## config.mk

```make
export PLATFORM = sky130hd
export DESIGN_NAME = cfb_cmd_frame
export DESIGN_NICKNAME = d
export VERILOG_FILES = /design/src/rtl/cfb_pkg.sv /design/src/rtl/cfb_type_decode.sv /design/src/rtl/cfb_crc_serial.sv /design/src/rtl/cfb_frame_pack.sv /design/src/rtl/cfb_cmd_frame.sv
export SDC_FILE = /design/constraint.sdc
export NUM_CORES = 1
export LEC_CHECK = 0
export BUFFER_PORTS_ARGS = -buffer_cell sky130_fd_sc_hd__buf_2
export CAP_MARGIN = 40
export CORE_MARGIN = 2
export CORE_UTILIZATION = 31
export CTS_BUF_LIST = sky130_fd_sc_hd__clkbuf_8
export DETAILED_ROUTE_END_ITERATION = 12
export PLACE_DENSITY = 0.48
export SLEW_MARGIN = 20
export SYNTH_ARGS = -nofsm -noshare
export SYNTH_HDL_FRONTEND = slang
export SYNTH_SLANG_ARGS = --single-unit
export TNS_END_PERCENT = 10
```

## constraint.sdc

```tcl
create_clock -name clk -period 3.2 [get_ports clk]
set_input_delay 0.96 -clock clk [delete_from_list [all_inputs] [get_ports clk]]
set_output_delay 0.96 -clock clk [all_outputs]
set_load 0.02 [all_outputs]
```

## src/rtl/cfb_pkg.sv

```systemverilog
package cfb_pkg;

   typedef enum logic [0:0] {
      ST_IDLE  = 1'b0,
      ST_SHIFT = 1'b1
   } cfb_state_e;

endpackage

```

## src/rtl/cfb_type_decode.sv

```systemverilog
module cfb_type_decode #(
   parameter int TYPE_W     = 8,
   parameter int ADDR_MAX_W = 10,
   parameter int AW_W       = 4,
   parameter logic [TYPE_W-1:0] TYPE_S = 8'h0D,
   parameter logic [TYPE_W-1:0] TYPE_M = 8'h1D,
   parameter logic [TYPE_W-1:0] TYPE_L = 8'h3D,
   parameter int AW_S = 5,
   parameter int AW_M = 8,
   parameter int AW_L = 10
) (
   input  logic [TYPE_W-1:0] card_type,
   output logic [AW_W-1:0]   aw,
   output logic              type_ok
);

   // elaboration-time parameter checks
   if (AW_S < 1 || AW_M < 1 || AW_L < 1)
      $error("cfb_type_decode: address widths must be positive");
   if (AW_S > ADDR_MAX_W || AW_M > ADDR_MAX_W || AW_L > ADDR_MAX_W)
      $error("cfb_type_decode: address width exceeds ADDR_MAX_W");
   if ((1 << AW_W) <= ADDR_MAX_W)
      $error("cfb_type_decode: AW_W too narrow");

   always_comb begin
      aw      = '0;
      type_ok = 1'b0;
      if (card_type == TYPE_S) begin
         aw      = AW_W'(AW_S);
         type_ok = 1'b1;
      end else if (card_type == TYPE_M) begin
         aw      = AW_W'(AW_M);
         type_ok = 1'b1;
      end else if (card_type == TYPE_L) begin
         aw      = AW_W'(AW_L);
         type_ok = 1'b1;
      end
   end

endmodule

```

## src/rtl/cfb_crc_serial.sv

```systemverilog
module cfb_crc_serial #(
   parameter int               CRC_W = 4,
   parameter logic [CRC_W-1:0] POLY  = 4'hC,
   parameter logic [CRC_W-1:0] INIT  = 4'h5
) (
   input  logic             clk,
   input  logic             rst_n,
   input  logic             clear,
   input  logic             en,
   input  logic             bit_in,
   output logic [CRC_W-1:0] crc_q,
   output logic [CRC_W-1:0] crc_nx
);

   if (CRC_W < 2)
      $error("cfb_crc_serial: CRC_W must be at least 2");

   logic fb;
   assign fb = crc_q[CRC_W-1] ^ bit_in;

   // one register stage per CRC bit, polynomial taps selected per bit
   for (genvar i = 0; i < CRC_W; i++) begin : g_tap
      if (i == 0) begin : g_low
         assign crc_nx[i] = fb & POLY[i];
      end else begin : g_high
         assign crc_nx[i] = crc_q[i-1] ^ (fb & POLY[i]);
      end
   end

   always_ff @(posedge clk or negedge rst_n) begin
      if (!rst_n)
         crc_q <= INIT;
      else if (clear)
         crc_q <= INIT;
      else if (en)
         crc_q <= crc_nx;
   end

endmodule

```

## src/rtl/cfb_frame_pack.sv

```systemverilog
module cfb_frame_pack #(
   parameter int CMD_MAX = 11,
   parameter int DATA_W  = 8,
   parameter int CRC_W   = 4,
   parameter int AW_W    = 4,
   parameter int FRAME_W = CMD_MAX + DATA_W + CRC_W,
   parameter int LEN_W   = $clog2(FRAME_W + 1)
) (
   input  logic               rd,
   input  logic [AW_W-1:0]    aw,
   input  logic [CMD_MAX-1:0] cmd,
   input  logic [DATA_W-1:0]  data,
   input  logic [CRC_W-1:0]   crc,
   output logic [FRAME_W-1:0] word,
   output logic [LEN_W-1:0]   len
);

   logic [LEN_W-1:0] data_pos;
   logic [LEN_W-1:0] crc_pos;

   assign data_pos = LEN_W'(aw) + LEN_W'(1);
   assign crc_pos  = data_pos + LEN_W'(DATA_W);

   always_comb begin
      if (rd) begin
         word = FRAME_W'(cmd);
         len  = data_pos;
      end else begin
         word = FRAME_W'(cmd)
              | (FRAME_W'(data) << data_pos)
              | (FRAME_W'(crc)  << crc_pos);
         len  = crc_pos + LEN_W'(CRC_W);
      end
   end

endmodule

```

## src/rtl/cfb_cmd_frame.sv

```systemverilog
module cfb_cmd_frame
   import cfb_pkg::*;
#(
   parameter int TYPE_W     = 8,
   parameter int ADDR_MAX_W = 10,
   parameter int DATA_W     = 8,
   parameter int CRC_W      = 4,
   parameter logic [CRC_W-1:0] CRC_POLY = 4'hC,
   parameter logic [CRC_W-1:0] CRC_INIT = 4'h5,
   parameter int RESP_W     = DATA_W + CRC_W,
   parameter int FRAME_W    = ADDR_MAX_W + 1 + DATA_W + CRC_W,
   parameter int LEN_W      = $clog2(FRAME_W + 1)
) (
   input  logic                  clk,
   input  logic                  rst_n,
   input  logic                  start,
   input  logic                  rd_sel,
   input  logic [TYPE_W-1:0]     card_type,
   input  logic [ADDR_MAX_W-1:0] addr,
   input  logic [DATA_W-1:0]     wr_data,
   input  logic [RESP_W-1:0]     resp,
   output logic                  busy,
   output logic                  done,
   output logic [FRAME_W-1:0]    cmd_word,
   output logic [LEN_W-1:0]      cmd_len,
   output logic                  crc_ok,
   output logic                  type_bad
);

   localparam int CMD_MAX = ADDR_MAX_W + 1;
   localparam int SH_W    = CMD_MAX + DATA_W;
   localparam int CNT_W   = $clog2(SH_W + 1);
   localparam int AW_W    = $clog2(ADDR_MAX_W + 1);

   if (RESP_W != DATA_W + CRC_W)
      $error("cfb_cmd_frame: RESP_W must equal DATA_W + CRC_W");
   if (FRAME_W != CMD_MAX + DATA_W + CRC_W)
      $error("cfb_cmd_frame: FRAME_W inconsistent with field widths");

   cfb_state_e             state_q;
   logic [AW_W-1:0]        aw_c, aw_q;
   logic                   type_ok;
   logic [ADDR_MAX_W-1:0]  addr_m;
   logic [CMD_MAX-1:0]     cmd_c, cmd_q;
   logic [DATA_W-1:0]      byte_c, byte_q;
   logic [CRC_W-1:0]       rcrc_q;
   logic                   rd_q;
   logic [SH_W-1:0]        sh_q;
   logic [CNT_W-1:0]       cnt_q, cnt_init;
   logic [CRC_W-1:0]       crc_q, crc_nx;
   logic                   accept;
   logic [FRAME_W-1:0]     pack_word;
   logic [LEN_W-1:0]       pack_len;

   cfb_type_decode #(
      .TYPE_W(TYPE_W), .ADDR_MAX_W(ADDR_MAX_W), .AW_W(AW_W)
   ) u_dec (
      .card_type(card_type), .aw(aw_c), .type_ok(type_ok)
   );

   // keep only the low aw address bits
   assign addr_m   = addr & ~({ADDR_MAX_W{1'b1}} << aw_c);
   assign cmd_c    = {addr_m, rd_sel};
   assign byte_c   = rd_sel ? resp[DATA_W-1:0] : wr_data;
   assign cnt_init = CNT_W'(aw_c) + CNT_W'(1) + CNT_W'(DATA_W);
   assign accept   = (state_q == ST_IDLE) && start && type_ok;

   cfb_crc_serial #(
      .CRC_W(CRC_W), .POLY(CRC_POLY), .INIT(CRC_INIT)
   ) u_crc (
      .clk(clk), .rst_n(rst_n), .clear(accept),
      .en(state_q == ST_SHIFT), .bit_in(sh_q[0]),
      .crc_q(crc_q), .crc_nx(crc_nx)
   );

   cfb_frame_pack #(
      .CMD_MAX(CMD_MAX), .DATA_W(DATA_W), .CRC_W(CRC_W),
      .AW_W(AW_W), .FRAME_W(FRAME_W), .LEN_W(LEN_W)
   ) u_pack (
      .rd(rd_q), .aw(aw_q), .cmd(cmd_q), .data(byte_q),
      .crc(crc_nx), .word(pack_word), .len(pack_len)
   );

   assign busy = (state_q == ST_SHIFT);

   always_ff @(posedge clk or negedge rst_n) begin
      if (!rst_n) begin
         state_q  <= ST_IDLE;
         aw_q     <= '0;
         cmd_q    <= '0;
         byte_q   <= '0;
         rcrc_q   <= '0;
         rd_q     <= 1'b0;
         sh_q     <= '0;
         cnt_q    <= '0;
         done     <= 1'b0;
         cmd_word <= '0;
         cmd_len  <= '0;
         crc_ok   <= 1'b0;
         type_bad <= 1'b0;
      end else begin
         done <= 1'b0;
         case (state_q)
            ST_IDLE: begin
               if (start && !type_ok) begin
                  done     <= 1'b1;
                  type_bad <= 1'b1;
                  cmd_word <= '0;
                  cmd_len  <= '0;
                  crc_ok   <= 1'b0;
               end else if (accept) begin
                  type_bad <= 1'b0;
                  state_q  <= ST_SHIFT;
                  aw_q     <= aw_c;
                  cmd_q    <= cmd_c;
                  byte_q   <= wr_data;
                  rcrc_q   <= resp[RESP_W-1:DATA_W];
                  rd_q     <= rd_sel;
                  sh_q     <= SH_W'(cmd_c) | (SH_W'(byte_c) << (CNT_W'(aw_c) + CNT_W'(1)));
                  cnt_q    <= cnt_init;
               end
            end
            ST_SHIFT: begin
               sh_q  <= sh_q >> 1;
               cnt_q <= cnt_q - CNT_W'(1);
               if (cnt_q == CNT_W'(1)) begin
                  state_q  <= ST_IDLE;
                  done     <= 1'b1;
                  cmd_word <= pack_word;
                  cmd_len  <= pack_len;
                  crc_ok   <= rd_q && (crc_nx == rcrc_q);
               end
            end
            default: state_q <= ST_IDLE;
         endcase
      end
   end

endmodule

```

==> results by group <==
Run status
  – Status: complete, no violations

Synthesis
  – Post-Synth XOR/XNOR Area: 3.27%
  – Syn Inst Count: 538
  – Top FF cell, synth: dfrtp_1
  – Sequential share of the synthesized area: 44.3%
  – Mux share of post-synthesis cell area: 8.56%
  – Synth top area cells: dfrtp_1 (43%), nand2_1 (9.6%), mux2i_1 (4.9%)
  – Post-synth top area share: 43.2%
  – Post-synth EDFFs: 0
  – Netlist Area Pre-Place: 4860 um2
  – Post-synthesis average cell area: 9.04 um2
  – Unique masters post-synth: 65
  – Count leader, synth: nand2_1
  – Synth warn: 0
  – Largest family of logic cells by synthesized area: simple AND/OR/NAND/NOR gates
  – Syn nets: 585
  – Top post-synthesis cells by count: nand2_1 (125), dfrtp_1 (84), o21ai_0 (42), nor2_1 (28), a21oi_1 (27)
  – Synth area leader: dfrtp_1
  – Simple-Gate Fraction of Synth Area: 20.0%
  – Ys async rst share: 100%
  – Yosys reg bits: 86
  – Compound-gate portion of the synthesized area: 18.0%
  – Adder-cell share of the synthesized area: 1.29%

Power
  – Clock share of power: 24.5%
  – Net Sw Frac: 38.6%
  – Logic pwr share: 36.9%
  – Maximum vdd drop: 0.000289 V
  – P_sw: 0.00151 W
  – Flop pwr share: 38.7%
  – Leak Pwr: 2.78 nW
  – Power Internal: 0.00239 W
  – Power Density: 685 nW/um2

Global route
  – All-Layer GR Usage: 17.9%
  – Routing usage on met3: 3.67%
  – Routing usage on met1: 25.6%
  – Grt ovf: 0
  – Largest net degree at the start of global routing: 39
  – Vias in the first global route: 4126
  – Initial antenna violation count: 0
  – First-pass GRT wire length: 23000 um
  – Met2 GRT Util: 27.5%
  – GR peak layer: met2

Flow run
  – Max_cap viols: 0

STA
  – # setup viols final: 0
  – Setup_tns: 0 ns
  – Slew @ Worst Pin: 0.540 ns
  – Post-layout minimum cycle time: 2.55 ns
  – Final hold violations: 0
  – Clock skew: 0.0126 ns
  – Worst slew margin: 64.0%
  – RSZ-0062 raised after global routing: no
  – Period utilisation layout: 79.6%
  – Final slew viol count: 0
  – Fmax: 393 MHz

Route
  – Drc violations: 0
  – Vias per inst: 5.14
  – Routed WL: 14300 um
  – Routed Antenna Nets: 0
  – Via Count: 4202
  – Iter 0 DRT Violations: 327
  – Pre-Repair DR Iteration Count: 5
  – Avg WL per Cell: 17.4 um

Setup path
  – Worst path required time: 3.44 ns
  – Startpoint Class: flip-flop
  – WS Path Type: reg -> reg
  – Crit. Startpoint: aw_q[2]
  – Worst R2R Start: aw_q[2]
  – Max FO, Critical Path: 24
  – Setup crit end kind: flip-flop
  – Critical Path AT: 2.79 ns

CTS
  – Num Clock Sinks: 86
  – Post-CTS Setup Inserts: 0
  – H-tree Lvls: 3
  – Number of CTS-inserted buffers: 9
  – CTS Hold Bufs: 0
  – Clock latency on the worst-skew pair: 0.38 ns
  – Clock Tree Buf Depth: 2
  – Root Driver: clkbuf_8
  – Clock transition at the registers of the reported paths: 0.09 ns
  – Resized Gates After CTS: 0
  – CTS tree: done

Floorplan
  – Die width: 129 um
  – Row count: 45
  – Starting Density: 31.9%
  – # IOs: 74
  – CORE AREA: 15300 um2
  – Die height: 129 um
  – Die Area: 16700 um2

Hold path
  – Worst Hold Class: reg -> reg
  – Hold path start: cmd_word[3]

Layout
  – Area delta synth->final: 17.1%
  – Ant. Diodes: 0
  – Final cell count without fillers: 817
  – Share of post-route cells with drive strength above 1: 22.3%
  – Number of nets in the layout: 648
  – Design area: 5690 um2

Placement
  – DP Cell Count: 801
  – Placed Area: 5450 um2
  – # port buffers: 73
  – DP Wirelength: 10800 um
  – Global placement routability congestion: 0.849
==> path summary, 6_finish.rpt <==
kind / endpoint / slack (ns) / cells past startpoint
setup / recovery: cmd_len[4] / 0.65 / 10
hold / removal: cmd_word[3] / 0.48 / 2
setup reg to reg: cmd_len[4] / 0.65 / 10
hold reg to reg: cmd_word[3] / 0.48 / 2
max in group asynchronous: cmd_word[2] / 1.88 / 3
min in group asynchronous: cmd_word[13] / 0.51 / 1
==> layer usage <==
| layer | wire [um] | share of wire, % | vias to the layer above |
|---|---|---|---|
| li1 | - | - | 2025 |
| met1 | 6780 | 48 | 2047 |
| met2 | 6530 | 46 | 115 |
| met3 | 713 | 5.0 | 15 |
| met4 | 231 | 1.6 | 0 |
| met5 | 0 | 0 | - |
==> metrics by stage <==
step | setup slack, ns | total power, W | util (%) | hold WS [ns]
after floorplan | 0.863 | 0.00251 | - | 0.439
after global placement | 0.572 | 0.00295 | 35.6 | 0.461
after detailed placement | 0.523 | 0.00297 | 35.7 | 0.466
after CTS | 0.636 | 0.00394 | 37.3 | 0.488
after global routing | 0.385 | 0.00416 | 37.3 | 0.505
final | 0.653 | 0.00390 | 37.3 | 0.475
==> state kept, by name, summed over array words and instances (netlist names) <==
signal and count:
cmd_len 5, done 1, sh_q 19, aw_q 3, cmd_q 11, byte_q 8, busy 1, u_crc.crc_q 4
crc_ok 1, cnt_q 5, type_bad 1, rcrc_q 4, cmd_word 23
==> power by group through the flow <==
stage	Combinational [W]	Sequential, W	Clock, W
3_3_place_gp	0.00142	0.00152	0
2_1_floorplan	0.00104	0.00147	0
4_1_cts	0.00145	0.00151	0.000986
6_report	0.00144	0.00151	0.000955
5_1_grt	0.00160	0.00154	0.00103
3_5_place_dp	0.00144	0.00153	0
==> logic make-up (layout without fill, tap and decap cells) <==
| logic type | Yosys count | count (layout) |
|---|---|---|
| muxes | 38 | 38 |
| DFF | 86 | 86 |
| and+or+nand+nor | 213 | 213 |
| xor gates and xnor gates | 13 | 13 |
| AOI/OAI and AO/OA | 133 | 133 |
| buffers and inverters | 50 | 118 |
| adders and majority gates | 5 | 5 |
==> final cells by class <==
class | instances | area (um2)
tap | 211 | 264
clock inverter | 7 | 120
sequential | 86 | 2150
clock buffer | 9 | 124
inverter | 14 | 52.6
timing repair buffer | 88 | 493
fill | 1622 | 9560
multi-input combinational | 402 | 2490
==> placed cells by master (no fill, tap or decap), types with 7 or more instances in the layout <==
master	n
a21oi_1	27
nor3_1	10
nand2_1	125
buf_2	72
nor2b_1	7
nand3_1	16
mux2_2	11
o21ai_0	42
mux2i_1	24
clkbuf_8	9
a22oi_1	7
dfrtp_1	84
buf_4	15
nor2_1	28
inv_1	12
==> worst max-delay path, cell delays in order (launching register included) <==
cell and delay, ns:
dfrtp_1 0.36, buf_4 0.31, ha_1 0.41, xor2_2 0.34
inv_1 0.10, ha_1 0.23, nor2b_1 0.15, xnor2_1 0.15
a21oi_1 0.08, a21oi_1 0.19, o21ai_0 0.10
Power figures use the tool's default switching activity.
